`src/rtl/sha1_eng_pkg.sv`:
```
package sha1_eng_pkg;

    localparam int WORD_W        = 32;
    localparam int WIN_LEN       = 16;
    localparam int NUM_STEPS     = 80;
    localparam int STEPS_PER_RND = 20;
    localparam int NUM_CHAIN     = 5;
    localparam int BLK_W         = WORD_W * WIN_LEN;
    localparam int DIG_W         = WORD_W * NUM_CHAIN;
    localparam int CNT_W         = $clog2(NUM_STEPS);

    typedef logic [WORD_W-1:0] word_t;

    typedef struct packed {
        word_t a;
        word_t b;
        word_t c;
        word_t d;
        word_t e;
    } chain_t;

    typedef enum logic [1:0] {
        RND_CHOOSE,
        RND_PARITY_LO,
        RND_MAJORITY,
        RND_PARITY_HI
    } rnd_e;

    typedef enum logic [1:0] {
        PH_IDLE,
        PH_RUN,
        PH_FOLD
    } phase_e;

    localparam chain_t CHAIN_IV = '{
        a: 32'h67452301,
        b: 32'hefcdab89,
        c: 32'h98badcfe,
        d: 32'h10325476,
        e: 32'hc3d2e1f0
    };

    function automatic word_t rotl1(word_t v);
        return {v[WORD_W-2:0], v[WORD_W-1]};
    endfunction

    function automatic word_t rotl5(word_t v);
        return {v[WORD_W-6:0], v[WORD_W-1:WORD_W-5]};
    endfunction

    function automatic word_t rotl30(word_t v);
        return {v[1:0], v[WORD_W-1:2]};
    endfunction

    function automatic rnd_e rnd_of(int step);
        if (step < STEPS_PER_RND)          return RND_CHOOSE;
        else if (step < 2 * STEPS_PER_RND) return RND_PARITY_LO;
        else if (step < 3 * STEPS_PER_RND) return RND_MAJORITY;
        else                               return RND_PARITY_HI;
    endfunction

    function automatic word_t k_of(rnd_e r);
        case (r)
            RND_CHOOSE:    return 32'h5a827999;
            RND_PARITY_LO: return 32'h6ed9eba1;
            RND_MAJORITY:  return 32'h8f1bbcdc;
            default:       return 32'hca62c1d6;
        endcase
    endfunction

    function automatic word_t f_of(rnd_e r, word_t x, word_t y, word_t z);
        case (r)
            RND_CHOOSE:   return (x & y) | (~x & z);
            RND_MAJORITY: return (x & y) | (x & z) | (y & z);
            default:      return x ^ y ^ z;
        endcase
    endfunction

    function automatic chain_t chain_add(chain_t p, chain_t q);
        chain_t s;
        s.a = p.a + q.a;
        s.b = p.b + q.b;
        s.c = p.c + q.c;
        s.d = p.d + q.d;
        s.e = p.e + q.e;
        return s;
    endfunction

endpackage

```
`src/rtl/sha1_ctrl.sv`:
```
module sha1_ctrl
    import sha1_eng_pkg::*;
#(
    parameter int STEPS = NUM_STEPS
) (
    input  logic                         clk,
    input  logic                         rst,
    input  logic                         init_i,
    input  logic                         blk_start_i,
    output logic                         load_o,
    output logic                         run_o,
    output logic                         fold_o,
    output logic                         init_acc_o,
    output logic [$clog2(STEPS)-1:0]     step_o,
    output logic                         busy_o,
    output logic                         done_o
);

    localparam int SW = $clog2(STEPS);
    localparam logic [SW-1:0] LAST_STEP = SW'(STEPS - 1);

    phase_e          phase_q;
    logic [SW-1:0]   step_q;
    logic            done_q;

    assign init_acc_o = (phase_q == PH_IDLE) && init_i;
    assign load_o     = (phase_q == PH_IDLE) && blk_start_i && !init_i;
    assign run_o      = (phase_q == PH_RUN);
    assign fold_o     = (phase_q == PH_FOLD);
    assign step_o     = step_q;
    assign busy_o     = (phase_q != PH_IDLE);
    assign done_o     = done_q;

    always_ff @(posedge clk) begin
        if (rst) begin
            phase_q <= PH_IDLE;
            step_q  <= '0;
            done_q  <= 1'b0;
        end else begin
            done_q <= (phase_q == PH_FOLD);
            case (phase_q)
                PH_IDLE: begin
                    if (load_o) begin
                        phase_q <= PH_RUN;
                        step_q  <= '0;
                    end
                end
                PH_RUN: begin
                    if (step_q == LAST_STEP) begin
                        phase_q <= PH_FOLD;
                    end else begin
                        step_q <= step_q + 1'b1;
                    end
                end
                default: phase_q <= PH_IDLE;
            endcase
        end
    end

    AST_DONE_SINGLE: assert property (@(posedge clk) disable iff (rst)
        done_q |=> !done_q);
    AST_DONE_IDLE: assert property (@(posedge clk) disable iff (rst)
        done_q |-> (phase_q == PH_IDLE));
    AST_STEP_RANGE: assert property (@(posedge clk) disable iff (rst)
        run_o |-> (step_q <= LAST_STEP));
    AST_START_IGNORED_BUSY: assert property (@(posedge clk) disable iff (rst)
        (run_o && blk_start_i && step_q != LAST_STEP)
            |=> (run_o && step_q == SW'($past(step_q) + 1'b1)));

endmodule

```
`src/rtl/sha1_sched.sv`:
```
module sha1_sched
    import sha1_eng_pkg::*;
#(
    parameter int DEPTH = WIN_LEN
) (
    input  logic                    clk,
    input  logic                    rst,
    input  logic                    load_i,
    input  logic                    shift_i,
    input  logic [DEPTH*WORD_W-1:0] blk_i,
    output word_t                   w_o
);

    localparam int TAP_A = DEPTH - 3;
    localparam int TAP_B = DEPTH - 8;
    localparam int TAP_C = DEPTH - 14;
    localparam int TAP_D = 0;

    word_t win_q   [DEPTH];
    word_t blk_w   [DEPTH];
    word_t next_w;

    for (genvar g = 0; g < DEPTH; g++) begin : g_split
        assign blk_w[g] = blk_i[(DEPTH-g)*WORD_W-1 -: WORD_W];
    end

    assign next_w = rotl1(win_q[TAP_A] ^ win_q[TAP_B] ^ win_q[TAP_C] ^ win_q[TAP_D]);
    assign w_o    = win_q[0];

    always_ff @(posedge clk) begin
        if (rst) begin
            for (int i = 0; i < DEPTH; i++) win_q[i] <= '0;
        end else if (load_i) begin
            for (int i = 0; i < DEPTH; i++) win_q[i] <= blk_w[i];
        end else if (shift_i) begin
            for (int i = 0; i < DEPTH - 1; i++) win_q[i] <= win_q[i+1];
            win_q[DEPTH-1] <= next_w;
        end
    end

    AST_WIN_FIRST: assert property (@(posedge clk) disable iff (rst)
        load_i |=> (w_o == $past(blk_i[DEPTH*WORD_W-1 -: WORD_W])));

endmodule

```
`src/rtl/sha1_round.sv`:
```
module sha1_round
    import sha1_eng_pkg::*;
#(
    parameter int STEPS = NUM_STEPS
) (
    input  logic                     clk,
    input  logic                     rst,
    input  logic                     load_i,
    input  logic                     run_i,
    input  logic [$clog2(STEPS)-1:0] step_i,
    input  word_t                    w_i,
    input  chain_t                   h_i,
    output chain_t                   work_o
);

    chain_t work_q;
    rnd_e   rnd;
    word_t  t_val;

    assign rnd    = rnd_of(int'(step_i));
    assign t_val  = rotl5(work_q.a) + f_of(rnd, work_q.b, work_q.c, work_q.d)
                  + w_i + k_of(rnd) + work_q.e;
    assign work_o = work_q;

    always_ff @(posedge clk) begin
        if (rst) begin
            work_q <= '0;
        end else if (load_i) begin
            work_q <= h_i;
        end else if (run_i) begin
            work_q.a <= t_val;
            work_q.b <= work_q.a;
            work_q.c <= rotl30(work_q.b);
            work_q.d <= work_q.c;
            work_q.e <= work_q.d;
        end
    end

    AST_WORK_SHIFT: assert property (@(posedge clk) disable iff (rst)
        run_i |=> (work_o.e == $past(work_o.d) && work_o.b == $past(work_o.a)));

endmodule

```
`src/rtl/sha1_chain.sv`:
```
module sha1_chain
    import sha1_eng_pkg::*;
(
    input  logic   clk,
    input  logic   rst,
    input  logic   init_i,
    input  logic   fold_i,
    input  chain_t work_i,
    output chain_t h_o
);

    chain_t h_q;

    assign h_o = h_q;

    always_ff @(posedge clk) begin
        if (rst || init_i) begin
            h_q <= CHAIN_IV;
        end else if (fold_i) begin
            h_q <= chain_add(h_q, work_i);
        end
    end

    AST_INIT_IV: assert property (@(posedge clk) disable iff (rst)
        $past(init_i) |-> (h_q == CHAIN_IV));
    AST_CHAIN_HOLD: assert property (@(posedge clk) disable iff (rst)
        (!$past(init_i) && !$past(fold_i) && !$past(rst)) |-> $stable(h_q));

endmodule

```
`src/rtl/sha1_core.sv`:
```
module sha1_core
    import sha1_eng_pkg::*;
(
    input  logic             clk,
    input  logic             rst,
    input  logic             init_i,
    input  logic             blk_start_i,
    input  logic [BLK_W-1:0] blk_data_i,
    output logic             busy_o,
    output logic             done_o,
    output logic [DIG_W-1:0] digest_o
);

    logic             load;
    logic             run;
    logic             fold;
    logic             init_acc;
    logic [CNT_W-1:0] step;
    word_t            w_cur;
    chain_t           work;
    chain_t           h_state;

    sha1_ctrl #(.STEPS(NUM_STEPS)) u_ctrl (
        .clk         (clk),
        .rst         (rst),
        .init_i      (init_i),
        .blk_start_i (blk_start_i),
        .load_o      (load),
        .run_o       (run),
        .fold_o      (fold),
        .init_acc_o  (init_acc),
        .step_o      (step),
        .busy_o      (busy_o),
        .done_o      (done_o)
    );

    sha1_sched #(.DEPTH(WIN_LEN)) u_sched (
        .clk     (clk),
        .rst     (rst),
        .load_i  (load),
        .shift_i (run),
        .blk_i   (blk_data_i),
        .w_o     (w_cur)
    );

    sha1_round #(.STEPS(NUM_STEPS)) u_round (
        .clk    (clk),
        .rst    (rst),
        .load_i (load),
        .run_i  (run),
        .step_i (step),
        .w_i    (w_cur),
        .h_i    (h_state),
        .work_o (work)
    );

    sha1_chain u_chain (
        .clk    (clk),
        .rst    (rst),
        .init_i (init_acc),
        .fold_i (fold),
        .work_i (work),
        .h_o    (h_state)
    );

    assign digest_o = h_state;

    AST_BUSY_AFTER_START: assert property (@(posedge clk) disable iff (rst)
        (!busy_o && blk_start_i && !init_i) |=> busy_o);
    AST_INIT_WINS: assert property (@(posedge clk) disable iff (rst)
        (!busy_o && blk_start_i && init_i) |=> !busy_o);
    AST_BUSY_FALL_DONE: assert property (@(posedge clk) disable iff (rst)
        $fell(busy_o) |-> done_o);

endmodule

```
`config.mk`:
```
export PLATFORM = sky130hd
export DESIGN_NAME = sha1_core
export DESIGN_NICKNAME = d
export VERILOG_FILES = /design/src/rtl/sha1_eng_pkg.sv /design/src/rtl/sha1_ctrl.sv /design/src/rtl/sha1_sched.sv /design/src/rtl/sha1_round.sv /design/src/rtl/sha1_chain.sv /design/src/rtl/sha1_core.sv
export SDC_FILE = /design/constraint.sdc
export NUM_CORES = 2
export LEC_CHECK = 0
export ABC_AREA = 1
export BUFFER_PORTS_ARGS = -buffer_cell sky130_fd_sc_hd__buf_2
export CAP_MARGIN = 40
export CELL_PAD_IN_SITES_DETAIL_PLACEMENT = 0
export CELL_PAD_IN_SITES_GLOBAL_PLACEMENT = 2
export CORE_MARGIN = 2
export CORE_UTILIZATION = 30
export CTS_CLUSTER_SIZE = 10
export DETAILED_ROUTE_END_ITERATION = 7
export PLACE_DENSITY = 0.78
export SYNTH_ARGS = -nofsm -noshare
export SYNTH_HDL_FRONTEND = slang
export SYNTH_SLANG_ARGS = --single-unit
```
`constraint.sdc`:
```
create_clock -name clk -period 9.05 [get_ports clk]
set_clock_uncertainty 0.15 [all_clocks]
set_input_delay 1.81 -clock clk [delete_from_list [all_inputs] [get_ports clk]]
set_output_delay 1.81 -clock clk [all_outputs]
set_load 0.03 [all_outputs]
```
Yosys cells after proc, flatten, opt, wreduce, memory -nomap -nowiden
Memory sizes are Yosys's and may differ from the RTL's.
Cells that the tools add are included.

cells by class
  reduce and logical (&&, ||, !) cells = 12
  div/mod/pow operators = 0
  muxes and demuxes = 54
  $lt $le $gt $ge = 3
  eq/ne operators = 8
  shift-type cells = 0
  multiply operators = 0
  bitwise gates (word level) = 45
  $add $sub $neg = 10

operator list
  operator                                                                       number
  32-bit two-way mux                                                             32
  160-bit two-way mux                                                            2
  32-bit adder                                                                   9
  32-bit bitwise XOR                                                             5
  32-bit bitwise AND                                                             4
  32-bit OR                                                                      3
  32-bit case mux with 3 select lines                                            1
  32-bit case mux with 2 select lines                                            1
  32-bit NOT                                                                     1
  1-bit OR                                                                       32
  7-bit by 6-bit less-than comparator with 1-bit output (second input constant)  2
  7-bit two-way mux                                                              2
  7-bit case mux with 2 select lines                                             1
  1-bit two-way mux                                                              10
  2-bit two-way mux                                                              4
  7-bit by 1-bit adder with 7-bit output (second input constant)                 1
  7-bit equality test (second input constant)                                    1
  7-bit by 5-bit less-than comparator with 1-bit output (second input constant)  1
  2-bit nonzero test                                                             3
  2-bit by 1-bit equality test with 1-bit output (second input constant)         2
  2-bit equality test (second input constant)                                    2
  2-bit zero test                                                                2
  2-bit != test (second input constant)                                          2
  2-bit case mux with 2 select lines                                             1
  6 further kinds                                                                8

storage, ports and cells
  ROM bits = 0
  memory bits (writable) = 512
  memories = 1
  bits in registers = 330
  bits of input ports = 516
  output and inout bits = 162
  latch bits = 0

memories
  name           depth  width  rd ports  clocked after memory_dff  write ports  RTL line          source
  u_sched.win_q  16     32     16        0                         16           sha1_sched.sv:19  word_t win_q [DEPTH];

Logic depth before layout (Yosys ltp)
  depth after elaboration = 12
  depth in mapped cells = 33
  mapped depth without buffers = 31

Hierarchy
From an unflattened synthesis, not the netlist that was laid out.

second synthesis, totals
  cells, all modules = 7,734
  area total of the unflattened synthesis = 54,994.0 µm²

modules (own cells, without submodules)
  module      area each (µm²)  cells each  instances  seq. area each (µm²)
  sha1_sched  24,294.6         2,684       1          15,374.7
  sha1_chain  17,091.4         3,136       1          3,203.1
  sha1_round  13,056.3         1,834       1          3,203.1
  sha1_ctrl   551.8            80          1          200.2

Worst setup path before layout
Ideal clock, no wire load.

  kind = input to register
  from = input rst
  to = memory u_sched.win_q[0][0] (netlist bit) (enable)
  path slack = 1.037 ns
  cell stages on the path = 5
  arrival time = 7.256 ns
  buffers on the path = 1
  cells stage by stage = buf_2 inv_2 nand2_1 nor2_4 inv_1

RTL lines
  what                RTL line          source
  start: declaration  sha1_core.sv:5    input logic rst,
  end: declaration    sha1_sched.sv:19

Worst setup path in the final report
  from = register u_ctrl.step_q[4] (netlist: u_ctrl.step_o[4])
  to = register u_round.work_q, in the netlist u_round.work_o[145]

between the ends
  cells in the longest elaborated chain, start to end = 12

RTL lines
  what                                                    RTL line                                source
  start: declaration                                      sha1_ctrl.sv:23                         logic [SW-1:0] step_q;
  start signal: assignment                                sha1_ctrl.sv:52                         step_q <= step_q + 1'b1;
  7-bit by 6-bit less-than comparator with 1-bit output   sha1_eng_pkg.sv:58                      else if (step < 3 * STEPS_PER_RND) return RND_MAJORITY;
  1-bit two-way mux                                       sha1_eng_pkg.sv:58
  2-bit two-way mux                                       sha1_eng_pkg.sv:57                      else if (step < 2 * STEPS_PER_RND) return RND_PARITY_LO;
  2-bit two-way mux (*)                                   sha1_eng_pkg.sv:56                      if (step < STEPS_PER_RND) return RND_CHOOSE;
  2-bit equality test or 2-bit zero test (tied branches)  sha1_eng_pkg.sv:63, sha1_eng_pkg.sv:72
  32-bit case mux with 2 select lines                     sha1_eng_pkg.sv:72                      case (r)
  32-bit adder                                            sha1_round.sv:21                        assign t_val = rotl5(work_q.a) + f_of(rnd, work_q.b, work_q.c, work_q.d)
  32-bit adder                                            sha1_round.sv:22                        + w_i + k_of(rnd) + work_q.e;
  32-bit adder (*) (2 in a row)                           sha1_round.sv:22
  160-bit two-way mux (*)                                 sha1_round.sv:30                        end else if (run_i) begin
  160-bit two-way mux (*)                                 sha1_round.sv:28                        end else if (load_i) begin
  end signal: assignment                                  sha1_round.sv:29                        work_q <= h_i;
  end: declaration                                        sha1_round.sv:16                        chain_t work_q;

Every way passes the cells marked *; elsewhere a longest branch is shown, timed or not. The select of a mux whose other input is x is not followed.
A chain may end at the register's enable or synchronous reset.

==> results.cfg <==
[route]
postRouteAntennaNets = 0
first_pass_iters = 6
route.detailed.drc = 0
avgRoutedWirePerCell_um = 26.3
drt-initial-drc-count = 4158
routed_wirelength_um = 266000
vias = 51000
vias_per_cell = 5.04

[synth]
synthesis.nets = 7954
yosys_warnings = 0
yosysTopAreaCellShare_pct = 28.8
synthMuxAreaShare_pct = 0
synth_simple_gate_area_share_pct = 25.9
synthDistinctLibCells = 51
synth_top_family_by_area = simple AND/OR/NAND/NOR gates
yosysTopAreaCell = edfxtp_1
synthXorXnorAreaFrac_pct = 2.16
syn_area_per_cell_um2 = 7.51
seq_area_frac_synth_pct = 41.1
synth_compound_area_share_pct = 11.9
syn_inst = 7115
synth_area_leaders = edfxtp_1 (29%), nand2_1 (17%), dfxtp_1 (12%), inv_1 (7.0%), fa_1 (4.7%)
synthAdderAreaFrac_pct = 9.32
syn_area_um2 = 53400
synth_seq_cells = 842

[floorplanning]
start_util_pct = 30.3
die_x_um = 426
num_rows = 154
io_pins = 678
coreArea_um2 = 176000
die-area_um2 = 182000
die_h_um = 426

[setup_path]
slowest_stage = ha_1
cp-start-kind = flip-flop
r2r_cells = 25
cp_common_cell = nand2_1
r2r-end = u_round.work_o[145]$_SDFFE_PP0P_
worstPathMaxFanout = 22
arrival_ns = 6.91
path_class = flip-flop to flip-flop
reg2reg_from = u_ctrl.step_o[4]$_SDFFE_PP0P_
critical_path_buf_inv_count = 4
end_kind = flip-flop
r2r_slack_ns = 2.67
critPathMaxStageDelay_ns = 0.78
required_ns = 9.57
cp_top_family = adder cells

[min_path]
whs_path_depth = 2
min_to = u_sched.win_q[1][188]$_DFFE_PP_
hp-start = u_sched.win_q[1][220]$_DFFE_PP_
hold_path.class = flip-flop to flip-flop

[placement]
dpl.hpwl_um = 212000
placed_area_um2 = 59000
numPortBuffers = 677
gp_congestion = 0.963

[global_route]
grt_usage_pct = 28.7
antenna_found_initial = 112
grt_overflow = 0
grt_pass1_vias = 49500
grt_first_pass_wirelength_um = 370000
grt_max_degree = 209

[cells_and_area]
final_area_um2 = 62500
final_nets = 8503
mostFrequentLayoutCell = nand2_1
final_cell_mix = nand2_1 (2407), inv_1 (989), buf_2 (676)
area_growth_pct = 16.9
drive_above_1_share_pct = 11.5

[clock_tree]
cts_made_buffers = 108
ctsResizeCount = 0
clk_latency_ns = 0.80
clk_path_buf_depth = 3
cts.sinks = 842
cts_hold_buf = 0
clkTransAtPathRegs_ns = 0.06
cts_setup_buffers = 0
clock-root-buffer = clkbuf_16
tritoncts = built
h-tree-depth = 3

[status]
outcome = complete, no violations

[pwr]
power.share.switching_pct = 34.1
power_frac_comb_pct = 22.2
power_frac_clock_pct = 36.9
peakVddDrop_mv = 0.162
p_per_area_nw_per_um2 = 185
p_leak_nw = 30.4
p_int_w = 0.00761
seqPwrFrac_pct = 40.9
p_switching_w = 0.00394

[sta]
finalHoldViolCount = 0
rsz0062_at_grt = false
setup_viol = 0
fin_crit_sh_pct = 70.5
tightest_slew_ns = 1.18
period_minus_slack_ns = 6.38
slew_headroom_pct = 21.1
timing.fmax_mhz = 157
slew_violations = 0
setup_tns_ns = 0

[job]
cap_viol_max_count = 0
layer usage:
metal	track usage, %	share of wire (%)
met5	0	0.31
met3	6.36	6.4
met2	48.1	48
met1	35.2	41
met4	12.3	4.9
stage by stage:
step                cells  utilization [%]  hold WS [ns]  setup slack, ns  total power (W)
floorplan            7115                -         0.297             1.04          0.00619
global placement     9882             33.3         0.315             2.77          0.00733
detailed placement   9894             33.5         0.324             2.75          0.00734
CTS                 10100             35.3         0.338             2.74           0.0116
global route        10100             35.4         0.337             2.22           0.0120
finish              10100             35.4         0.334             2.67           0.0115
cell type report:
cell class                 instances  area, µm²
fill                           19300     114000
multi-input combinational       4983      26400
sequential                       842      22000
timing repair buffer             726       3970
inverter                        1003       3810
clock buffer                     145       2940
tap                             2340       2930
clock inverter                    34        394
antenna                           40        100
synthesized netlist by cell type, drive strengths merged:
cell type	count
nor3b	3
o311ai	1
a31oi	28
nand3	473
a21oi	395
o21ai	340
a221o	1
ha	198
a221oi	19
nand2	2410
nor4	8
and3	1
nor3	27
a21boi	6
a22o	98
o221ai	15
clkbuf	105
nand3b	15
buf	182
o211ai	32
o21bai	34
and2	1
a21o	8
o22ai	42
nand4	41
o21a	3
o32ai	3
dfxtp	330
a32o	2
xor2	33
nor2	463
or2	4
a22oi	53
inv	1003
fa	125
edfxtp	512
nand2b	2
xnor2	99
tightest hold or removal path, cell delays in order, from the launching register on:
cell and delay (ns):
edfxtp_1 0.31, nand2_1 0.05, nand2_1 0.05
worst max path at each step:
stage,slack (ns),start,to,depth (start not counted)
2_1_floorplan,1.04,rst,u_sched.win_q[0][0]$_DFFE_PP_,5
3_3_place_gp,2.77,u_ctrl.step_o[5]$_SDFFE_PP0P_,u_round.work_o[145]$_SDFFE_PP0P_,25
3_5_place_dp,2.75,u_ctrl.step_o[4]$_SDFFE_PP0P_,u_round.work_o[145]$_SDFFE_PP0P_,25
4_1_cts,2.74,u_ctrl.step_o[4]$_SDFFE_PP0P_,u_round.work_o[145]$_SDFFE_PP0P_,25
5_1_grt,2.22,u_ctrl.step_o[4]$_SDFFE_PP0P_,u_round.work_o[158]$_SDFFE_PP0P_,27
6_report,2.67,u_ctrl.step_o[4]$_SDFFE_PP0P_,u_round.work_o[145]$_SDFFE_PP0P_,25
power by group through the flow:
| stage | logic, W | clock network [W] | registers, W |
|---|---|---|---|
| CTS | 0.00256 | 0.00433 | 0.00472 |
| detailed placement | 0.00254 | 0 | 0.00480 |
| global placement | 0.00254 | 0 | 0.00480 |
| finish | 0.00256 | 0.00426 | 0.00473 |
| global route | 0.00284 | 0.00446 | 0.00474 |
| floorplan | 0.00157 | 0 | 0.00463 |
flip-flops by register name, indices dropped and copies added (netlist names):
signal          count
u_sched.win_q     512
u_chain.h_o       160
u_round.work_o    160
u_ctrl.step_o       7
u_ctrl.phase_q      2
u_ctrl.done_o       1
cell families (layout without fill, tap and decap cells):
logic type / after synthesis / count (layout)
compound gates: 1080 / 1080
xor+xnor: 132 / 132
fa+ha+maj: 323 / 323
buf+inv: 1290 / 1908
flops: 842 / 842
other cells: 0 / 40
simple gates: 3448 / 3448
Power figures use the tool's default switching activity.
